File: src/rtl/flash_erase_timer.sv
module flash_erase_timer #(
  parameter int SECTORS      = 64,
  parameter int TICKS_PER_US = 200,
  parameter int TICKS_PER_MS = 200000,
  parameter int WINDOW_US    = 50,
  parameter int SECT_EXP     = 9,
  parameter int CHIP_EXP     = 12,
  parameter int PROG_TICKS   = 2000,
  parameter int TW           = 48,
  localparam int SW          = $clog2(SECTORS)
) (
  input  logic          clk,
  input  logic          rst_n,
  input  logic          sec_erase_req,
  input  logic [SW-1:0] req_sector,
  input  logic          chip_erase_req,
  input  logic          prog_req,
  input  logic          prog_bit7,
  input  logic [SW-1:0] prog_sector,
  input  logic          cmd_valid,
  input  logic [7:0]    cmd_byte,
  input  logic [SW-1:0] cmd_sector,
  input  logic          rd_strobe,
  input  logic [SW-1:0] rd_sector,
  output logic [7:0]    status,
  output logic          busy,
  output logic          sector_hit,
  output logic          done
);
  localparam int CW = $clog2(SECTORS + 1);
  localparam logic [TW-1:0] WIN_T  = TW'(64'(WINDOW_US) * 64'(TICKS_PER_US));
  localparam logic [TW-1:0] UNIT_T = TW'((64'd1 << SECT_EXP) * 64'(TICKS_PER_MS));
  localparam logic [TW-1:0] CHIP_T = TW'((64'd1 << CHIP_EXP) * 64'(TICKS_PER_MS));
  localparam logic [TW-1:0] PROG_T = TW'(PROG_TICKS);

  typedef enum logic [2:0] {S_IDLE, S_WIN, S_ERASE, S_CHIP, S_PROG} state_t;

  state_t             st;
  logic [TW-1:0]      cnt, saved;
  logic [SECTORS-1:0] marks;
  logic [CW-1:0]      nsec;
  logic               dq7, dq6, dq3, dq2;

  wire suspended          = saved != '0;
  wire expire             = cnt == TW'(1);
  wire [TW-1:0] erase_len = TW'(nsec) * UNIT_T;
  wire is_resume          = cmd_valid && cmd_byte == 8'h30;
  wire is_suspend         = cmd_valid && cmd_byte == 8'hB0;

  assign status     = {dq7, dq6, 2'b00, dq3, dq2, 2'b00};
  assign busy       = st != S_IDLE;
  assign sector_hit = suspended && st == S_IDLE && marks[rd_sector];

  always_ff @(posedge clk or negedge rst_n) begin
    if (!rst_n) begin
      st <= S_IDLE; cnt <= '0; saved <= '0; marks <= '0; nsec <= '0;
      dq7 <= 1'b0; dq6 <= 1'b0; dq3 <= 1'b0; dq2 <= 1'b0; done <= 1'b0;
    end else begin
      done <= 1'b0;
      if (rd_strobe) begin
        case (st)
          S_PROG:                 dq6 <= ~dq6;
          S_WIN, S_ERASE, S_CHIP: begin dq6 <= ~dq6; dq2 <= ~dq2; end
          default:                if (suspended && marks[rd_sector]) dq2 <= ~dq2;
        endcase
      end
      case (st)
        S_IDLE: begin
          if (!suspended) begin
            if (sec_erase_req) begin
              marks[req_sector] <= 1'b1; nsec <= CW'(1);
              dq7 <= 1'b0; dq3 <= 1'b0; cnt <= WIN_T; st <= S_WIN;
            end else if (chip_erase_req) begin
              dq7 <= 1'b0; cnt <= CHIP_T; st <= S_CHIP;
            end else if (prog_req) begin
              dq7 <= ~prog_bit7; cnt <= PROG_T; st <= S_PROG;
            end
          end else if (is_resume) begin
            cnt <= saved; saved <= '0; dq7 <= 1'b0; dq3 <= 1'b1; st <= S_ERASE;
          end else if (prog_req && !marks[prog_sector]) begin
            dq7 <= ~prog_bit7; cnt <= PROG_T; st <= S_PROG;
          end
        end
        S_WIN: begin
          if (is_resume) begin
            if (!marks[cmd_sector]) begin
              marks[cmd_sector] <= 1'b1; nsec <= nsec + CW'(1);
            end
            dq7 <= 1'b0; cnt <= WIN_T;
          end else if (is_suspend) begin
            saved <= erase_len; dq3 <= 1'b0; cnt <= '0; st <= S_IDLE;
          end else if (cmd_valid) begin
            marks <= '0; nsec <= '0; dq7 <= 1'b0; dq3 <= 1'b0; cnt <= '0; st <= S_IDLE;
          end else if (expire) begin
            dq3 <= 1'b1; cnt <= erase_len; st <= S_ERASE;
          end else begin
            cnt <= cnt - TW'(1);
          end
        end
        S_ERASE: begin
          if (is_suspend) begin
            saved <= cnt; dq3 <= 1'b0; cnt <= '0; st <= S_IDLE;
          end else if (expire) begin
            marks <= '0; nsec <= '0; dq3 <= 1'b0; dq7 <= ~dq7;
            cnt <= '0; st <= S_IDLE; done <= 1'b1;
          end else begin
            cnt <= cnt - TW'(1);
          end
        end
        S_CHIP, S_PROG: begin
          if (expire) begin
            dq7 <= ~dq7; cnt <= '0; st <= S_IDLE; done <= 1'b1;
          end else begin
            cnt <= cnt - TW'(1);
          end
        end
        default: st <= S_IDLE;
      endcase
    end
  end

  a_r2_start_window: assert property (@(posedge clk) disable iff (!rst_n)
    (st == S_IDLE && !suspended && sec_erase_req) |=> (busy && !status[3] && !status[7]));

  a_r5_done_single: assert property (@(posedge clk) disable iff (!rst_n)
    done |=> !done);

  a_r8_dq6_read_only: assert property (@(posedge clk) disable iff (!rst_n)
    !rd_strobe |=> $stable(status[6]));

  a_r9_suspend_idles: assert property (@(posedge clk) disable iff (!rst_n)
    ((st == S_WIN || st == S_ERASE) && is_suspend) |=> (!busy && suspended && !status[3]));

  a_r10_hit_when_idle: assert property (@(posedge clk) disable iff (!rst_n)
    sector_hit |-> !busy);

  a_r12_resume_runs: assert property (@(posedge clk) disable iff (!rst_n)
    (st == S_IDLE && suspended && is_resume) |=> (busy && status[3] && !status[7]));
endmodule

File: config.mk
export PLATFORM = sky130hd
export DESIGN_NAME = flash_erase_timer
export DESIGN_NICKNAME = d
export VERILOG_FILES = /design/src/rtl/flash_erase_timer.sv
export SDC_FILE = /design/constraint.sdc
export NUM_CORES = 1
export LEC_CHECK = 0
export ABC_AREA = 1
export CAP_MARGIN = 30
export CORE_MARGIN = 2
export CORE_UTILIZATION = 30
export CTS_CLUSTER_DIAMETER = 200
export DETAILED_ROUTE_END_ITERATION = 10
export PLACE_DENSITY = 0.52
export SYNTH_ARGS = -nofsm -noshare
export SYNTH_HDL_FRONTEND = slang
export SYNTH_SLANG_ARGS = --single-unit
File: constraint.sdc
create_clock -name clk -period 4.4 [get_ports clk]
set_input_delay 0.88 -clock clk [delete_from_list [all_inputs] [get_ports clk]]
set_output_delay 0.88 -clock clk [all_outputs]
set_load 0.05 [all_outputs]
==> flow_metrics.py, run 1 <==
metrics = {
    "grt": {
        "grt_usage_pct": 22.7,
        "grtUsageMet3_pct": 3.88,
        "grt_remaining_overflow": 0,
        "grt_pass1_vias": 15200,
        "met2_usage_pct": 33.5,
        "antenna_found_initial": 0,
        "grt_pass1_wl_mm": 92.3,
        "groute.layer.met1.usage_pct": 32.9,
        "grt_max_degree": 93,
        "top_usage_layer": "met2",
    },
    "sta": {
        "setup_ws_ns": 0.403,
        "slew_viol_final": 0,
        "skew_ns": 0.0159,
        "rsz0062_at_grt": "no",
        "fmax_mhz": 250,
        "final_hold_viol_count": 0,
        "fin_crit_sh_pct": 90.8,
        "timing.final.crit_period_ns": 4.00,
        "fin_tns_setup_ns": 0,
        "timing.slew.headroom_pct": 32.9,
        "setup-violations-final": 0,
        "worst_pin_slew_ns": 0.997,
    },
    "drt": {
        "drt-vias-per-instance": 5.38,
        "remaining_drc_errors": 0,
        "wire_per_inst_um": 19.7,
        "first_pass_iters": 5,
        "dr_total_vias": 16100,
        "ant_nets": 0,
        "wl_mm": 58.9,
        "drt_iter0_drc": 1601,
    },
    "clocking": {
        "cts_tree": "built",
        "cts.sinks": 175,
        "clock_latency_ns": 0.50,
        "ctsHoldBuffers": 0,
        "clockRootBuffer": "clkbuf_16",
        "ctsResizeCount": 0,
        "postCtsSetupRepairBufs": 0,
        "clockBufferDepth": 2,
        "clkTransAtPathRegs_ns": 0.07,
        "cts_made_buffers": 17,
        "htreeDepth": 4,
    },
    "synth": {
        "syn_avg_cell_area_um2": 6.60,
        "synthFlopType": "dfrtp_1",
        "netlist_area_mm2": 0.0152,
        "ys_seq_area_share_pct": 28.7,
        "async_flop_share_pct": 100,
        "synth_edf_count": 0,
        "synth-seq-cells": 175,
        "ys_warn_count": 0,
        "synth_cell_type_count": 44,
        "synth_cells": 2309,
    },
    "flow_run": {
        "cap_violations": 0,
    },
    "floorplanning": {
        "dieArea_mm2": 0.0526,
        "rows": 82,
        "start_util_pct": 30.4,
        "die_w_um": 229,
        "core-area_mm2": 0.0502,
        "io_pins": 51,
        "die_h_um": 229,
    },
    "placement": {
        "place_ws_ns": 0.427,
        "gp_congestion": 0.940,
        "numPortBuffers": 46,
        "hpwl_mm": 42.1,
    },
    "finish": {
        "regArea_mm2": 0.00438,
        "utilization_pct": 33.6,
        "drive_above_1_share_pct": 9.32,
        "diodes": 0,
        "nets": 2406,
        "n_fill_cell": 5447,
        "multi_input_area_mm2": 0.00954,
        "syn2layout_area_growth_pct": 10.7,
    },
    "setup_path": {
        "worstPathArrival_ns": 3.12,
        "regToRegStartpoint": "nsec[1]",
        "start_kind": "primary input",
        "end_kind": "output port",
        "r2r-end": "cnt[24]",
        "worstSetupPathType": "in2out",
        "worstPathMaxFanout": 43,
        "required_ns": 3.52,
        "reg2reg_depth": 14,
        "r2r_slack_ns": 0.58,
    },
    "pwr": {
        "ir_worst_vdd_uv": 328,
        "power.leakage_nw": 7.87,
        "pwr_density_cell_mw_per_mm2": 395,
    },
    "worst_hold_path": {
        "hold_class": "in2async",
    },
    "run_status": {
        "outcome": "finished clean",
    },
}
-- registers in the layout, summed over array words and instances, names as in the netlist --
name	cells
nsec	7
dq2	1
marks	64
st	3
cnt	48
dq7	1
done	1
saved	48
dq6	1
dq3	1
-- metrics by stage --
stage	hold WS, ns	area [um^2]	cells	total power, mW
2_1_floorplan	0.442	15200	2312	4.23
3_3_place_gp	0.459	16300	2958	5.10
3_5_place_dp	0.459	16300	2958	5.12
4_1_cts	0.449	16900	2990	6.67
5_1_grt	0.474	16900	2990	7.11
6_report	0.412	16900	2990	6.66
-- worst max-delay path, cell delays in order --
cell and delay [ns]:
clkdlybuf4s50_1 0.52, buf_4 0.39, nand2_1 0.10, nand3_1 0.10, nand3_1 0.08, nand2_1 0.11, nand2_1 0.05, nand3_1 0.09
nand3_1 0.09, nand2_1 0.20, nand2_1 0.13, nor2_1 0.20, buf_12 0.17
-- Yosys cell counts (8+ instances only) --
library cell / n / share of area, %
a21oi_1: 129 / 4.2
buf_2: 42 / 1.4
buf_4: 20 / 0.99
buf_6: 14 / 1.0
clkbuf_1: 40 / 0.99
dfrtp_1: 175 / 29
ha_1: 55 / 4.5
inv_1: 150 / 3.7
inv_2: 23 / 0.57
nand2_1: 653 / 16
nand2_2: 10 / 0.41
nand3_1: 293 / 9.6
nand3_2: 72 / 4.7
nand3b_1: 8 / 0.39
nand4_1: 21 / 0.86
nor2_1: 207 / 5.1
nor2_2: 11 / 0.45
nor3_1: 16 / 0.53
nor3_2: 8 / 0.53
o21ai_0: 207 / 6.8
o22ai_1: 18 / 0.74
o31ai_1: 17 / 0.84
xnor2_1: 10 / 0.57
xor2_1: 40 / 2.3
-- report_power, final --
group	switching (mW)	internal, mW	total (mW)
Combinational	2.02	0.852	2.87
Sequential	0.390	1.88	2.27
Clock	0.770	0.748	1.52
Total	3.18	3.48	6.66
-- cell usage in the layout, fill, tap and decap left out, drive strengths merged, types with 7 or more instances in the layout --
| cell | instances |
|---|---|
| o21ai | 213 |
| inv | 177 |
| xor2 | 40 |
| buf | 49 |
| a22oi | 7 |
| xnor2 | 10 |
| nand3b | 8 |
| a21oi | 129 |
| dfrtp | 175 |
| nor3 | 25 |
| nand3 | 366 |
| clkdlybuf4s50 | 44 |
| a31oi | 7 |
| nor2 | 221 |
| nand2 | 665 |
| ha | 55 |
| nand4 | 21 |
| clkbuf | 21 |
| o22ai | 18 |
| o31ai | 17 |
| o211ai | 7 |
-- layer usage --
layer	vias up	routed length, um
met5	-	0
met4	0	1690
met3	87	4580
met2	684	25200
met1	7662	27400
li1	7659	-
-- final cells by class --
class / instances / share of cell area, %
Timing Repair Buffer: 94 / 5.39
Sequential cell: 175 / 26.0
Clock inverter: 12 / 0.601
Tap cell: 672 / 4.98
Inverter: 173 / 3.85
Multi-Input combinational cell: 1844 / 56.6
Clock buffer: 20 / 2.65
-- worst max path at each step --
stage | from | endpoint | slack, ns | depth (start not counted)
2_1_floorplan | rd_sector[0] | sector_hit | 0.92 | 12
3_3_place_gp | rd_sector[0] | sector_hit | 0.44 | 13
3_5_place_dp | rd_sector[0] | sector_hit | 0.43 | 13
4_1_cts | rd_sector[0] | sector_hit | 0.41 | 13
5_1_grt | rd_sector[0] | sector_hit | 0.23 | 13
6_report | rd_sector[0] | sector_hit | 0.40 | 13
-- cell families (layout without fill, tap and decap cells) --
logic type / after synthesis / in the layout / share of synthesized area, %
adders and majority gates: 61 / 61 / 5.30
other: 1 / 4 / 0.0246
AOI/OAI and AO/OA: 410 / 410 / 14.4
xor gates and xnor gates: 50 / 50 / 2.87
buffers and inverters: 293 / 299 / 8.75
DFF: 175 / 175 / 28.7
and+or+nand+nor: 1319 / 1319 / 39.9
No activity file was read; power rests on OpenSTA's default activity.
==> run 2, diff against run 1 <==
--- a/config.mk
+++ b/config.mk
@@ -6,6 +6,7 @@
 export NUM_CORES = 1
 export LEC_CHECK = 0
 export ABC_AREA = 1
+export ABC_CLOCK_PERIOD_IN_PS = 4400
 export CAP_MARGIN = 30
 export CORE_MARGIN = 2
 export CORE_UTILIZATION = 30
==> results of run 2 <==
Same layout as run 1: the final DEF is identical, and so are final timing and power.
